===== src/rtl/sc_irq_pkg.sv =====
package sc_irq_pkg;
  localparam int NFLAG   = 6;
  localparam int FL_TXE  = 0;
  localparam int FL_TEND = 1;
  localparam int FL_RXF  = 2;
  localparam int FL_PAR  = 3;
  localparam int FL_OVR  = 4;
  localparam int FL_ESIG = 5;

  typedef logic [NFLAG-1:0] flag_vec_t;

  localparam flag_vec_t FLAG_RST = flag_vec_t'((1 << FL_TXE) | (1 << FL_TEND));
endpackage


===== src/rtl/sc_event_decode.sv =====
module sc_event_decode
  import sc_irq_pkg::*;
(
  input  logic      clk,
  input  logic      rst_n,
  input  logic      tx_end_i,
  input  logic      tx_nak_i,
  input  logic      rx_end_i,
  input  logic      rx_perr_i,
  input  logic      rxf_i,
  input  logic      dma_tx_ack_i,
  input  logic      dma_rx_ack_i,
  output flag_vec_t set_o,
  output flag_vec_t hwclr_o,
  output logic      retx_o
);
  logic retx_q;

  // Hardware set events, one bit per flag
  always_comb begin
    set_o = '0;
    if (tx_end_i) begin
      if (tx_nak_i) begin
        set_o[FL_ESIG] = 1'b1;
      end else begin
        set_o[FL_TXE]  = 1'b1;
        set_o[FL_TEND] = 1'b1;
      end
    end
    if (rx_end_i) begin
      if (rxf_i)          set_o[FL_OVR] = 1'b1;
      else if (rx_perr_i) set_o[FL_PAR] = 1'b1;
      else                set_o[FL_RXF] = 1'b1;
    end
  end

  // Transfer acknowledges clear only the data flags they serviced
  always_comb begin
    hwclr_o          = '0;
    hwclr_o[FL_TXE]  = dma_tx_ack_i;
    hwclr_o[FL_TEND] = dma_tx_ack_i;
    hwclr_o[FL_RXF]  = dma_rx_ack_i;
  end

  always_ff @(posedge clk or negedge rst_n) begin
    if (!rst_n) retx_q <= 1'b0;
    else        retx_q <= tx_end_i & tx_nak_i;
  end
  assign retx_o = retx_q;

  a_r3_retx_pulse: assert property (@(posedge clk) disable iff (!rst_n)
    (tx_end_i && tx_nak_i) |=> retx_o);
  a_r3_retx_single: assert property (@(posedge clk) disable iff (!rst_n)
    !(tx_end_i && tx_nak_i) |=> !retx_o);
endmodule


===== src/rtl/sc_flag_bank.sv =====
module sc_flag_bank
  import sc_irq_pkg::*;
#(
  parameter flag_vec_t RST_VAL = FLAG_RST
) (
  input  logic      clk,
  input  logic      rst_n,
  input  flag_vec_t set_i,
  input  flag_vec_t hwclr_i,
  input  logic      cpu_rd_i,
  input  logic      cpu_clr_i,
  input  flag_vec_t cpu_mask_i,
  output flag_vec_t flags_o
);
  for (genvar i = 0; i < NFLAG; i++) begin : g_bit
    logic flag_q, arm_q, cpu_kill, flag_nxt;

    assign cpu_kill = cpu_clr_i & cpu_mask_i[i] & arm_q;
    // set has priority over any clear source
    assign flag_nxt = set_i[i] | (flag_q & ~hwclr_i[i] & ~cpu_kill);

    always_ff @(posedge clk or negedge rst_n) begin
      if (!rst_n) begin
        flag_q <= RST_VAL[i];
        arm_q  <= 1'b0;
      end else begin
        flag_q <= flag_nxt;
        arm_q  <= (arm_q | (cpu_rd_i & flag_q)) & flag_nxt;
      end
    end
    assign flags_o[i] = flag_q;

    a_r12_set_wins: assert property (@(posedge clk) disable iff (!rst_n)
      set_i[i] |=> flags_o[i]);
    a_r11_unarmed_kept: assert property (@(posedge clk) disable iff (!rst_n)
      (flags_o[i] && !arm_q && !hwclr_i[i]) |=> flags_o[i]);
  end
endmodule


===== src/rtl/sc_req_gen.sv =====
module sc_req_gen
  import sc_irq_pkg::*;
(
  input  logic      clk,
  input  logic      rst_n,
  input  flag_vec_t flags_i,
  input  logic      tie_i,
  input  logic      rie_i,
  input  logic      dma_tx_ack_i,
  input  logic      dma_rx_ack_i,
  output logic      txi_o,
  output logic      rxi_o,
  output logic      eri_o,
  output logic      dma_tx_req_o,
  output logic      dma_rx_req_o
);
  logic dtx_q, drx_q;

  assign txi_o = flags_i[FL_TEND] & tie_i;
  assign rxi_o = flags_i[FL_RXF] & rie_i;
  assign eri_o = (flags_i[FL_PAR] | flags_i[FL_OVR] | flags_i[FL_ESIG]) & rie_i;

  // only the transmit and receive interrupts may start a transfer
  always_ff @(posedge clk or negedge rst_n) begin
    if (!rst_n) begin
      dtx_q <= 1'b0;
      drx_q <= 1'b0;
    end else begin
      dtx_q <= txi_o & ~dma_tx_ack_i;
      drx_q <= rxi_o & ~dma_rx_ack_i;
    end
  end
  assign dma_tx_req_o = dtx_q;
  assign dma_rx_req_o = drx_q;

  a_r10_tx_ack_drop: assert property (@(posedge clk) disable iff (!rst_n)
    dma_tx_ack_i |=> !dma_tx_req_o);
  a_r10_rx_ack_drop: assert property (@(posedge clk) disable iff (!rst_n)
    dma_rx_ack_i |=> !dma_rx_req_o);
  a_r10_err_no_dma: assert property (@(posedge clk) disable iff (!rst_n)
    !flags_i[FL_TEND] |=> !dma_tx_req_o);
endmodule


===== src/rtl/sc_irq_ctrl.sv =====
module sc_irq_ctrl
  import sc_irq_pkg::*;
(
  input  logic             clk,
  input  logic             rst_n,
  input  logic             tx_end_i,
  input  logic             tx_nak_i,
  input  logic             rx_end_i,
  input  logic             rx_perr_i,
  input  logic             tie_i,
  input  logic             rie_i,
  input  logic             cpu_rd_i,
  input  logic             cpu_clr_i,
  input  logic [NFLAG-1:0] cpu_clr_mask_i,
  input  logic             dma_tx_ack_i,
  input  logic             dma_rx_ack_i,
  output logic [NFLAG-1:0] status_o,
  output logic             txi_o,
  output logic             rxi_o,
  output logic             eri_o,
  output logic             dma_tx_req_o,
  output logic             dma_rx_req_o,
  output logic             retx_req_o
);
  flag_vec_t set_v, hwclr_v, flags;

  sc_event_decode u_dec (
    .clk          (clk),
    .rst_n        (rst_n),
    .tx_end_i     (tx_end_i),
    .tx_nak_i     (tx_nak_i),
    .rx_end_i     (rx_end_i),
    .rx_perr_i    (rx_perr_i),
    .rxf_i        (flags[FL_RXF]),
    .dma_tx_ack_i (dma_tx_ack_i),
    .dma_rx_ack_i (dma_rx_ack_i),
    .set_o        (set_v),
    .hwclr_o      (hwclr_v),
    .retx_o       (retx_req_o)
  );

  sc_flag_bank #(.RST_VAL(FLAG_RST)) u_bank (
    .clk        (clk),
    .rst_n      (rst_n),
    .set_i      (set_v),
    .hwclr_i    (hwclr_v),
    .cpu_rd_i   (cpu_rd_i),
    .cpu_clr_i  (cpu_clr_i),
    .cpu_mask_i (cpu_clr_mask_i),
    .flags_o    (flags)
  );

  sc_req_gen u_req (
    .clk          (clk),
    .rst_n        (rst_n),
    .flags_i      (flags),
    .tie_i        (tie_i),
    .rie_i        (rie_i),
    .dma_tx_ack_i (dma_tx_ack_i),
    .dma_rx_ack_i (dma_rx_ack_i),
    .txi_o        (txi_o),
    .rxi_o        (rxi_o),
    .eri_o        (eri_o),
    .dma_tx_req_o (dma_tx_req_o),
    .dma_rx_req_o (dma_rx_req_o)
  );

  assign status_o = flags;

  a_r2_clean_end: assert property (@(posedge clk) disable iff (!rst_n)
    (tx_end_i && !tx_nak_i) |=> (status_o[FL_TXE] && status_o[FL_TEND]));
  a_r3_nak_no_tend: assert property (@(posedge clk) disable iff (!rst_n)
    (tx_end_i && tx_nak_i && !status_o[FL_TEND]) |=> !status_o[FL_TEND]);
  a_r3_nak_esig: assert property (@(posedge clk) disable iff (!rst_n)
    (tx_end_i && tx_nak_i) |=> status_o[FL_ESIG]);
  a_r8_overrun: assert property (@(posedge clk) disable iff (!rst_n)
    (rx_end_i && status_o[FL_RXF]) |=> status_o[FL_OVR]);
  a_r9_esig_sticky: assert property (@(posedge clk) disable iff (!rst_n)
    (status_o[FL_ESIG] && !(cpu_clr_i && cpu_clr_mask_i[FL_ESIG])) |=> status_o[FL_ESIG]);
endmodule


===== config.mk =====
export PLATFORM = sky130hd
export DESIGN_NAME = sc_irq_ctrl
export DESIGN_NICKNAME = d
export VERILOG_FILES = /design/src/rtl/sc_irq_pkg.sv /design/src/rtl/sc_event_decode.sv /design/src/rtl/sc_flag_bank.sv /design/src/rtl/sc_req_gen.sv /design/src/rtl/sc_irq_ctrl.sv
export SDC_FILE = /design/constraint.sdc
export NUM_CORES = 1
export LEC_CHECK = 0
export BUFFER_PORTS_ARGS = -buffer_cell sky130_fd_sc_hd__buf_4
export CORE_MARGIN = 3
export CORE_UTILIZATION = 35
export CTS_CLUSTER_SIZE = 16
export DETAILED_ROUTE_END_ITERATION = 16
export HOLD_SLACK_MARGIN = 0.1
export REMOVE_ABC_BUFFERS = 1
export SLEW_MARGIN = 40
export SYNTH_ARGS = -nofsm -noshare
export SYNTH_HDL_FRONTEND = slang
export SYNTH_SLANG_ARGS = --single-unit

===== constraint.sdc =====
create_clock -name clk -period 0.9 [get_ports clk]
set_clock_uncertainty 0.1 [all_clocks]
set_input_delay 0.045 -clock clk [delete_from_list [all_inputs] [get_ports clk]]
set_output_delay 0.045 -clock clk [all_outputs]
set_load 0.1 [all_outputs]

* Yosys cells after proc, flatten, opt, wreduce, memory -nomap -nowiden *
Index checks and enable logic that the tools add are counted.

storage, ports and cells
  register bits = 15
  bits of input ports = 18
  output and inout port bits = 12

cells by class
  bitwise operators = 61
  muxes and demuxes = 9

operators by type and width
  cell               number
  1-bit AND          39
  1-bit bitwise OR   14
  1-bit NOT          8
  2-bit two-way mux  3
  1-bit two-way mux  5
  3-bit two-way mux  1

* Depth between registers and ports, before layout *
Gate-level depths: netlist of the first run.

  word-level depth = 6
  mapped depth = 3

* Cells and area by module *
A second synthesis of the first run with hierarchy kept.

unflattened totals
  cells, all modules = 75
  area, all modules = 814.5 µm²

modules (own cells, without submodules)
  module           cells each  instances  area an instance (µm²)
  sc_flag_bank     54          1          603.1
  sc_event_decode  14          1          122.6
  sc_req_gen       7           1          88.8

* Worst setup path before layout of the first run *
OpenSTA, ideal clock, no wires.

  kind = register to register
  start point = register u_bank.g_bit[1].flag_q
  end point = register u_req.dtx_q (netlist: u_req.dma_tx_req_o)
  clock period less this slack = 1.663 ns
  data arrival time = 1.488 ns
  stages on the path, launching flop included = 3
  setup slack = -0.763 ns
  data required time = 0.725 ns
  buffers on the path = 0
  setup time = 0.075 ns
  cells stage by stage = dfstp_2 > and2_1 > nor2b_1

on the way
  longest elaborated chain between the ends = 2

ends and longest elaborated chain
  what                    line                text
  start, declared         sc_flag_bank.sv:16  logic flag_q, arm_q, cpu_kill, flag_nxt;
  start signal, assigned  sc_flag_bank.sv:24  flag_q <= RST_VAL[i];
  start signal, assigned  sc_flag_bank.sv:27  flag_q <= flag_nxt;
  1-bit AND               sc_req_gen.sv:19    assign txi_o = flags_i[FL_TEND] & tie_i;
  net txi_o               sc_irq_ctrl.sv:18   output logic txi_o,
  1-bit AND               sc_req_gen.sv:29    dtx_q <= txi_o & ~dma_tx_ack_i;
  end signal, assigned    sc_req_gen.sv:29
  end, declared           sc_req_gen.sv:17    logic dtx_q, drx_q;

The timed path passes the listed nets, and every way through them passes these cells.

* Worst setup path after layout of the first run *
  start point = register u_bank.g_bit[5].flag_q
  end point = output eri_o

on the way
  longest elaborated chain between the ends = 2

ends and longest elaborated chain
  what                    line                text
  start, declared         sc_flag_bank.sv:16
  start signal, assigned  sc_flag_bank.sv:24
  start signal, assigned  sc_flag_bank.sv:27
  1-bit bitwise OR        sc_req_gen.sv:21    assign eri_o = (flags_i[FL_PAR] | flags_i[FL_OVR] | flags_i[FL_ESIG]) & rie_i;
  1-bit AND               sc_req_gen.sv:21
  end, declared           sc_irq_ctrl.sv:20   output logic eri_o,

Every way passes these cells.

==> flow_summary.json, run 1 <==
{
  "outcome": "finished, violations left",
  "violations": "hold timing, setup timing",
  "drive_above_1_share_pct": 49.1,
  "dr.max_layer_used": "met4",
  "p_leak_nw": 0.616,
  "insertion_delay_ns": 0.28,
  "min_path_type": "input port to flop",
  "hold_violations": 3,
  "layout_setup_ws_ns": -0.437,
  "cts_buffers": 3,
  "port_buffers": 29,
  "hpwl_mm": 1.23,
  "num-fill-cells": 126,
  "path_class": "flop to output port",
  "synth_top_area_share_pct": 46.7,
  "wirelength_mm": 2.07,
  "ys_seq_area_share_pct": 54.2,
  "antenna_cells": 0,
  "htree_levels": 1,
  "setup_viol_count_final": 26,
  "gp_congestion": 0.705,
  "yosys-top-cells-count": "dfrtp_1, and2_1, buf_4, nand2_1, nor2_1",
  "ant_nets": 0,
  "cts.sinks": 15,
  "fmaxAchievable_mhz": 748,
  "synth.most_common_cell": "dfrtp_1",
  "slew_violations": 0,
  "ctsRootBufferMaster": "clkbuf_4",
  "path_cells": "o31a_1 -> buf_12",
  "crit_path_start_kind": "flop",
  "whs_ns": -0.0464,
  "clk_pin_slew_worst_paths_ns": 0.09,
  "cp_data_required_time_ns": 0.75,
  "die_h_um": 50.6,
  "dp.cells": 123,
  "cp.arrival_ns": 1.19,
  "period_needed_ns": 1.34,
  "grt.overflow.total": 0,
  "reg2reg_slack_ns": -0.31,
  "ys_ff_latch": 15,
  "ios": 30,
  "fin_cells": 141,
  "critPathMaxFanout": 2,
  "max_cap_viol_count": 0,
  "yosys_warnings": 0,
  "multi_input_area_sq_um": 318,
  "crit_path_top_delay_cell": "dfrtp_1",
  "antenna_found_initial": 0,
  "syn_to_final_growth_pct": 87.8,
  "finalNetCount": 135,
  "fin_tns_setup_ns": -5.59,
  "async_flop_share_pct": 100,
  "vias_per_cell": 4.82,
  "dp_slack_ns": -0.191,
  "syn_inst": 69,
  "met2_wirelength_mm": 1.12,
  "core_area_sq_mm": 0.00180,
  "yosysUniqueCellTypes": 25,
  "ir_drop_mv": 1.54,
  "regToRegEndpoint": "u_bank.g_bit[2].arm_q",
  "start_util_pct": 38.7,
  "grt_pass1_wl_mm": 3.11,
  "crit_path_end_kind": "output port",
  "grt_max_degree": 16,
  "grt_pass1_vias": 695,
  "drtPass1Iterations": 4,
  "syn_avg_cell_area_sq_um": 10.1,
  "clk_path_buf_depth": 2,
  "die_area_sq_mm": 0.00256,
  "vias": 680,
  "routed-wl-met3_um": 98,
  "cts_tree": "yes",
  "synth_area_sq_um": 697,
  "synthTopCellsByArea": "dfrtp_1, dfstp_2, buf_4, and2_1, nand2_1",
  "grtUsageTotal_pct": 16.1,
  "drt_first_iter_violations": 22,
  "drc_errors": 0,
  "seqCellArea_sq_um": 379,
  "reg2reg_depth": 4,
  "slew_headroom_pct": 79.4,
  "synth_edf_count": 0,
  "hold_depth": 3,
  "slowest_delay_ns": 0.40,
  "fin_crit_sh_pct": 149,
  "hold_start": "cpu_clr_mask_i[0]",
  "rr_startpoint": "u_bank.g_bit[2].flag_q",
  "die_w_um": 50.6,
  "power_density_mw_per_mm2": 2250,
  "ys.flop_type": "dfrtp_1",
  "rows": 15,
  "wl_met1_um": 827,
  "rsz0062_at_grt": "true",
  "worstHoldEndpoint": "u_bank.g_bit[0].flag_q",
  "max_slew.worst_pin.slew_ns": 0.308,
  "synth_largest_area_cell": "dfrtp_1",
  "post_drt_wl_per_cell_um": 14.6
}
## worst max-delay path: cells and delay by family (launching register included)
family | cells | cell delay, ns
DFF | 1 | 0.40
AOI/OAI and AO/OA | 1 | 0.33
buffers and inverters | 1 | 0.17
## per-stage QoR
stage | total power [mW] | utilization (%) | hold WS, ns | cell area (sq um)
floorplan | 1.73 | - | -0.351 | 652
global placement | 2.06 | 52.5 | -0.188 | 946
detailed placement | 2.08 | 52.5 | -0.186 | 946
CTS | 2.86 | 70.0 | -0.0498 | 1260
global route | 3.08 | 72.6 | -0.0435 | 1310
finish | 2.94 | 72.6 | -0.0464 | 1310
## power breakdown
part / internal [mW] / switching [mW] / total, mW
logic: 0.707 / 0.919 / 1.63
registers: 0.825 / 0.113 / 0.938
clock network: 0.172 / 0.203 / 0.375
total: 1.70 / 1.23 / 2.94
## flip-flops by register name, indices dropped and copies added (netlist names)
| signal | cells |
|---|---|
| u_bank.g_bit.arm_q | 6 |
| u_bank.g_bit.flag_q | 6 |
| u_dec.retx_o | 1 |
| u_req.dma_rx_req_o | 1 |
| u_req.dma_tx_req_o | 1 |
## routing by layer
| layer | vias to the layer above | global-route usage, % |
|---|---|---|
| met4 | 0 | 4.04 |
| li1 | 328 | - |
| met5 | - | 0 |
| met2 | 19 | 28.3 |
| met1 | 331 | 19.0 |
| met3 | 2 | 5.04 |
## how the worst max path moves through the flow
stage	from	to	slack, ns	cells past startpoint
after CTS	u_bank.g_bit[5].flag_q	eri_o	-0.44	2
after detailed placement	u_bank.g_bit[2].flag_q	u_bank.g_bit[2].arm_q	-0.19	3
after floorplan	u_bank.g_bit[2].flag_q	u_req.dma_rx_req_o	-1.35	2
final	u_bank.g_bit[5].flag_q	eri_o	-0.44	2
after global routing	u_bank.g_bit[5].flag_q	eri_o	-0.49	2
after global placement	u_bank.g_bit[1].flag_q	txi_o	-0.17	2
## area by class of cell
class	instances	area share, %
Multi-Input combinational cell	46	24.3
Inverter	2	0.574
Clock buffer	4	2.01
Tap cell	25	2.39
Sequential cell	15	29.0
Timing Repair Buffer	49	41.8
## layout by cell type (no fill, tap or decap)
cell,n
dfstp_2,2
nor2b_1,1
a21boi_0,1
clkbuf_4,3
nand2b_1,2
buf_12,9
and3b_1,1
nor3_1,1
a21oi_1,2
nor2_1,5
nor3b_4,1
buf_4,23
a31oi_2,1
a31o_4,1
dlygate4sd3_1,7
and2_1,3
a21o_1,2
and2_4,3
a22o_1,1
dfrtp_1,12
dfrtp_2,1
inv_1,2
o21ai_1,4
buf_8,3
clkbuf_1,1
a21oi_2,1
a21oi_4,1
o22ai_1,1
nor2b_4,1
nand2_1,6
nand3_1,4
buf_6,7
and3_1,1
o31a_1,1
o2bb2ai_1,1
## what timing repair did
action                                 in CTS  in global routing
pin swaps                                  10                  2
hold buffers                                7                  1
resized for setup                          47                 10
setup endpoints to repair                  25                 26
endpoints found under the hold margin      30                 25
setup buffers                               6                  5
## logic make-up (layout without fill, tap and decap cells)
group,count (synthesis),after routing,synth area share (%)
flops,15,15,54.2
buf+inv,8,55,7.54
simple gates,29,29,22.4
compound gates,17,17,15.8
Power figures use the tool's default switching activity.
==> inputs of run 2 (changes only) <==
Settings changed: SYNTH_HIERARCHICAL set to 1.
Clock period 0.9 ns to 1.14 ns, I/O delays scaled along.
==> run 2 against run 1 <==
The flow still finishes with violations (hold timing, setup timing). Area after synthesis is 17% higher. Sequential share of layout area is 2.7 points lower. Wire length is 1.1% higher. Clock power is 18% lower. Cell area is 10% higher. Synthesized cell count is 8.7% higher. Sequential power is 35% lower. Critical endpoint unchanged. Largest cell class unchanged.
==> flow_summary.json, run 2 <==
{
  "ios": 30,
  "vias": 709,
  "period_needed_ns": 1.35,
  "num-fill-cells": 153,
  "grt_pass1_vias": 768,
  "grt.overflow.total": 0,
  "yosysUniqueCellTypes": 15,
  "hold_start": "rx_perr_i",
  "finalNetCount": 145,
  "max_cap_viol_count": 0,
  "drtPass1Iterations": 4,
  "antenna_found_initial": 0,
  "clk_path_buf_depth": 2,
  "p_leak_nw": 0.683,
  "reg2reg_slack_ns": -0.16,
  "path_class": "flop to output port",
  "fin_crit_sh_pct": 118,
  "antenna_cells": 0,
  "setup_viol_count_final": 15,
  "critPathMaxFanout": 2,
  "ys_ff_latch": 15,
  "outcome": "finished, violations left",
  "ctsRootBufferMaster": "clkbuf_4",
  "async_flop_share_pct": 100,
  "rsz0062_at_grt": "true",
  "path_cells": "o31a_1 -> buf_12",
  "final_area_sq_mm": 0.00144,
  "yosys-top-cells-count": "buf_4, dfrtp_1, a21oi_1",
  "ys_seq_area_share_pct": 46.4,
  "core_area_sq_mm": 0.00208,
  "synth_area_sq_um": 815,
  "placed_area_sq_mm": 0.00101,
  "utilization_pct": 69.3,
  "violations": "hold timing, setup timing",
  "syn_avg_cell_area_sq_um": 10.9,
  "final_cell_mix": "buf_4, dlygate4sd3_1, dfrtp_1",
  "syn_inst": 75,
  "power_mw": 1.72,
  "grt_pass1_wl_mm": 3.60,
  "cp.arrival_ns": 1.19,
  "synthTopCellsByArea": "dfrtp_1, buf_4, a211oi_2, a21oi_1, and4b_1",
  "slowest_delay_ns": 0.39,
  "cts_tree": "yes",
  "clk_pin_slew_worst_paths_ns": 0.09,
  "layout_setup_ws_ns": -0.205,
  "die_area_sq_mm": 0.00294,
  "post_drt_wl_per_cell_um": 13.6,
  "hold_violations": 1,
  "ys.flop_type": "dfrtp_1",
  "hpwl_mm": 1.34,
  "yosys_warnings": 6,
  "min_path_type": "input port to flop",
  "synth_edf_count": 0,
  "syn_to_final_growth_pct": 77.1,
  "ctsHoldBuffers": 17,
  "ir_drop_mv": 0.777,
  "die_w_um": 54.2,
  "worstHoldEndpoint": "u_bank/g_bit[2].flag_q",
  "power_density_mw_per_mm2": 1200,
  "crit_path_end_kind": "output port",
  "ant_nets": 0,
  "grtUsageTotal_pct": 17.5,
  "drt_first_iter_violations": 15,
  "drive_above_1_share_pct": 50.8,
  "vias_per_cell": 4.63,
  "crit_path_start_kind": "flop",
  "rows": 16,
  "htree_levels": 1,
  "wirelength_mm": 2.09,
  "hold_depth": 4,
  "insertion_delay_ns": 0.29,
  "cp_data_required_time_ns": 0.98,
  "layout_commonest_cell": "buf_4",
  "whs_ns": -0.00147,
  "gp_congestion": 0.732,
  "die_h_um": 54.2,
  "port_buffers": 29,
  "rr_startpoint": "u_bank/g_bit[2].flag_q",
  "reg2reg_depth": 4,
  "reg_top3": "u_bank/g_bit.arm_q: 6 flops, u_bank/g_bit.flag_q: 6 flops",
  "start_util_pct": 39.1,
  "dp.cells": 125,
  "synth_largest_area_cell": "dfrtp_1",
  "drc_errors": 0,
  "grt_max_degree": 16,
  "cts.sinks": 15,
  "cts_buffers": 3,
  "synth_top_area_share_pct": 39.9,
  "crit_path_top_delay_cell": "dfrtp_1",
  "slew_violations": 0,
  "fmaxAchievable_mhz": 743,
  "dp_slack_ns": -0.101,
  "regToRegEndpoint": "u_bank/g_bit[2].arm_q",
  "fin_cells": 153
}
[run 2: final cells by class]
type / count / area, sq um / area share, %
timing repair buffer: 58 / 621 / 43.0
sequential: 15 / 379 / 26.3
multi-input combinational: 43 / 359 / 24.9
tap: 27 / 33.8 / 2.34
clock buffer: 3 / 22.5 / 1.56
inverter: 6 / 22.5 / 1.56
clock inverter: 1 / 5.00 / 0.347
[run 2: critical path, delay by kind of cell, from the launching register on]
family / cells / cell delay [ns]
DFF: 1 / 0.39
AOI/OAI and AO/OA: 1 / 0.33
buffers and inverters: 1 / 0.18
[run 2: worst max-delay path by stage]
stage | end | slack, ns | startpoint
finish | eri_o | -0.21 | u_bank/g_bit[5].flag_q
global route | eri_o | -0.25 | u_bank/g_bit[5].flag_q
CTS | eri_o | -0.21 | u_bank/g_bit[5].flag_q
detailed placement | u_bank/g_bit[3].arm_q | -0.10 | u_bank/g_bit[2].flag_q
global placement | u_bank/g_bit[3].arm_q | -0.06 | u_bank/g_bit[2].flag_q
floorplan | rxi_o | -0.87 | u_bank/g_bit[2].flag_q
[run 2: cells by family after synthesis]
kind of cell	synth area share, %
buf+inv	14.7
flops	46.4
compound gates	17.7
simple gates	20.7
other cells	0.460
[run 2: metal layers]
layer	vias up	share of wire [%]	global-route usage, %
met5	-	0	0
met3	2	4.6	4.90
li1	349	-	-
met2	20	54	28.9
met4	0	1.2	7.05
met1	338	40	21.5
[run 2: report_power, final]
group	internal [mW]	switching [mW]	total, mW
logic	0.357	0.451	0.808
clock network	0.130	0.176	0.307
registers	0.580	0.0297	0.610
[run 2: what timing repair did]
item                                   CTS  global route
pin swaps                                9             2
resized for setup                       39             7
setup buffers                            7             1
setup endpoints to repair               15            19
gates cloned                             0             0
endpoints found under the hold margin   30             2
[run 2: metrics by stage]
step                hold slack, ns  setup TNS, ns
finish                    -0.00147          -1.48
global route               -0.0175          -2.33
CTS                        -0.0206          -1.56
detailed placement          -0.176         -0.229
global placement            -0.175        -0.0902
floorplan                   -0.339          -8.01
==> inputs of run 3 (changes only) <==
Clock period 1.14 ns to 1.4 ns, I/O delays scaled along.
==> run 3 against run 2 <==
The flow now finishes without violations. Largest cell class unchanged. Via count fell by 8.2%. Register-to-register slack better by 0.29 ns. Worst hold slack better by 0.12 ns. Critical path type is now input port to flop. Worst setup slack improved by 0.21 ns. Non-clock buffer count shrank 10. Sequential power is 18% lower.
==> flow_summary.json, run 3 (synthesis gave the netlist of run 2 again) <==
{
  "outcome": "finished, final reports clean",
  "insertion_delay_ns": 0.28,
  "cts.sinks": 15,
  "ios": 30,
  "clk_pin_slew_worst_paths_ns": 0.08,
  "vias_per_cell": 4.55,
  "antenna_cells": 0,
  "regToRegEndpoint": "u_bank/g_bit[3].arm_q",
  "hpwl_mm": 1.24,
  "ctsRootBufferMaster": "clkbuf_4",
  "utilization_pct": 58.3,
  "fmaxAchievable_mhz": 718,
  "num-fill-cells": 192,
  "hold_start": "rx_end_i",
  "layout_commonest_cell": "buf_4",
  "period_needed_ns": 1.39,
  "path_class": "input port to flop",
  "drt_first_iter_violations": 13,
  "rsz0062_at_grt": "true",
  "min_path_type": "input port to flop",
  "crit_path_end_kind": "flop",
  "die_w_um": 54.2,
  "reg2reg_depth": 3,
  "drive_above_1_share_pct": 38.8,
  "cts_tree": "yes",
  "cts_buffers": 3,
  "dp.cells": 120,
  "final_area_sq_mm": 0.00121,
  "fin_crit_sh_pct": 99.5,
  "grt_pass1_vias": 657,
  "antenna_found_initial": 0,
  "port_buffers": 29,
  "fin_tns_setup_ns": 0,
  "cp.arrival_ns": 1.46,
  "vias": 651,
  "grtUsageTotal_pct": 14.4,
  "critPathMaxFanout": 3,
  "hold_violations": 0,
  "drc_errors": 0,
  "grt.overflow.total": 0,
  "final_cell_mix": "buf_4, dlygate4sd3_1, a21oi_1, dfrtp_1",
  "clk_path_buf_depth": 2,
  "finalNetCount": 135,
  "setup_viol_count_final": 0,
  "ir_drop_mv": 0.579,
  "post_drt_wl_per_cell_um": 12.1,
  "crit_path_start_kind": "input port",
  "hold_depth": 4,
  "rr_startpoint": "u_bank/g_bit[2].flag_q",
  "reg_top3": "u_bank/g_bit.arm_q: 6 flops, u_bank/g_bit.flag_q: 6 flops",
  "die_h_um": 54.2,
  "htree_levels": 1,
  "cp_data_required_time_ns": 1.47,
  "core_area_sq_mm": 0.00208,
  "fin_cells": 143,
  "gp_congestion": 0.769,
  "grt_pass1_wl_mm": 2.99,
  "wirelength_mm": 1.73,
  "die_area_sq_mm": 0.00294,
  "rows": 16,
  "drtPass1Iterations": 4,
  "syn_to_final_growth_pct": 49.0,
  "seqCellArea_sq_um": 379,
  "power_density_mw_per_mm2": 1010,
  "p_leak_nw": 0.580,
  "worstHoldEndpoint": "u_bank/g_bit[4].flag_q",
  "ant_nets": 0,
  "multi_input_area_sq_um": 327,
  "grt_max_degree": 16,
  "start_util_pct": 39.1,
  "placed_area_sq_um": 976,
  "slew_violations": 0,
  "max_cap_viol_count": 0,
  "reg2reg_slack_ns": 0.13
}
run 3: cell types whose count changed in the layout (fill, tap and decap cells not counted), sizes merged:
cell,change
clkinv,-1
clkbuf,+1
dlygate4sd3,+1
buf,-11
run 3: where the power goes:
part           switching [mW]  total, mW  leakage (nW)  internal [mW]
sequential             0.0286      0.501         0.192          0.473
clock                   0.127      0.238        0.0150          0.110
combinational           0.321      0.482         0.373          0.160
run 3: area by class of cell:
| class | count | share of cell area [%] |
|---|---|---|
| tap | 27 | 2.78 |
| clock buffer | 4 | 2.16 |
| sequential | 15 | 31.2 |
| timing repair buffer | 48 | 35.1 |
| inverter | 6 | 1.86 |
| multi-input combinational | 43 | 26.9 |
run 3: what timing repair did:
item | CTS | global route
hold buffers | 18 | 0
gates resized for setup | 2 | 5
endpoints found under the hold margin | 30 | 0
buffers inserted | 0 | 1
endpoints found under the setup margin | 2 | 3
pin swaps | 0 | 2
run 3: stage by stage:
stage          hold slack [ns]  power [mW]  setup slack, ns
3_5_place_dp            -0.165       0.934            0.119
6_report                 0.122        1.22          0.00757
5_1_grt                  0.124        1.30          -0.0419
3_3_place_gp            -0.161       0.933            0.165
4_1_cts                  0.113        1.22          0.00480
2_1_floorplan           -0.326       0.814           -0.623
run 3: critical path, cell delays in order:
cell and delay, ns:
dlygate4sd3_1 0.54, buf_4 0.14, and2_1 0.17, dlygate4sd3_1 0.55
run 3: worst max path at each step:
| stage | start | to | slack [ns] | cells after the start |
|---|---|---|---|---|
| 6_report | tx_end_i | u_dec/retx_o | 0.008 | 4 |
| 4_1_cts | u_bank/g_bit[1].flag_q | txi_o | 0.005 | 2 |
| 5_1_grt | u_bank/g_bit[5].flag_q | eri_o | -0.04 | 2 |
| 3_3_place_gp | u_bank/g_bit[2].flag_q | u_bank/g_bit[3].arm_q | 0.17 | 3 |
| 2_1_floorplan | u_bank/g_bit[2].flag_q | rxi_o | -0.62 | 1 |
| 3_5_place_dp | u_bank/g_bit[2].flag_q | u_bank/g_bit[3].arm_q | 0.12 | 3 |
run 3: metal layers:
metal / routed length (um) / vias up / track usage [%] / share of wire [%]
met2: 889 / 17 / 24.7 / 51
met5: 0 / - / 0 / 0
met3: 94 / 2 / 4.90 / 5.4
li1: - / 327 / - / -
met1: 728 / 305 / 17.1 / 42
met4: 19 / 0 / 3.73 / 1.1
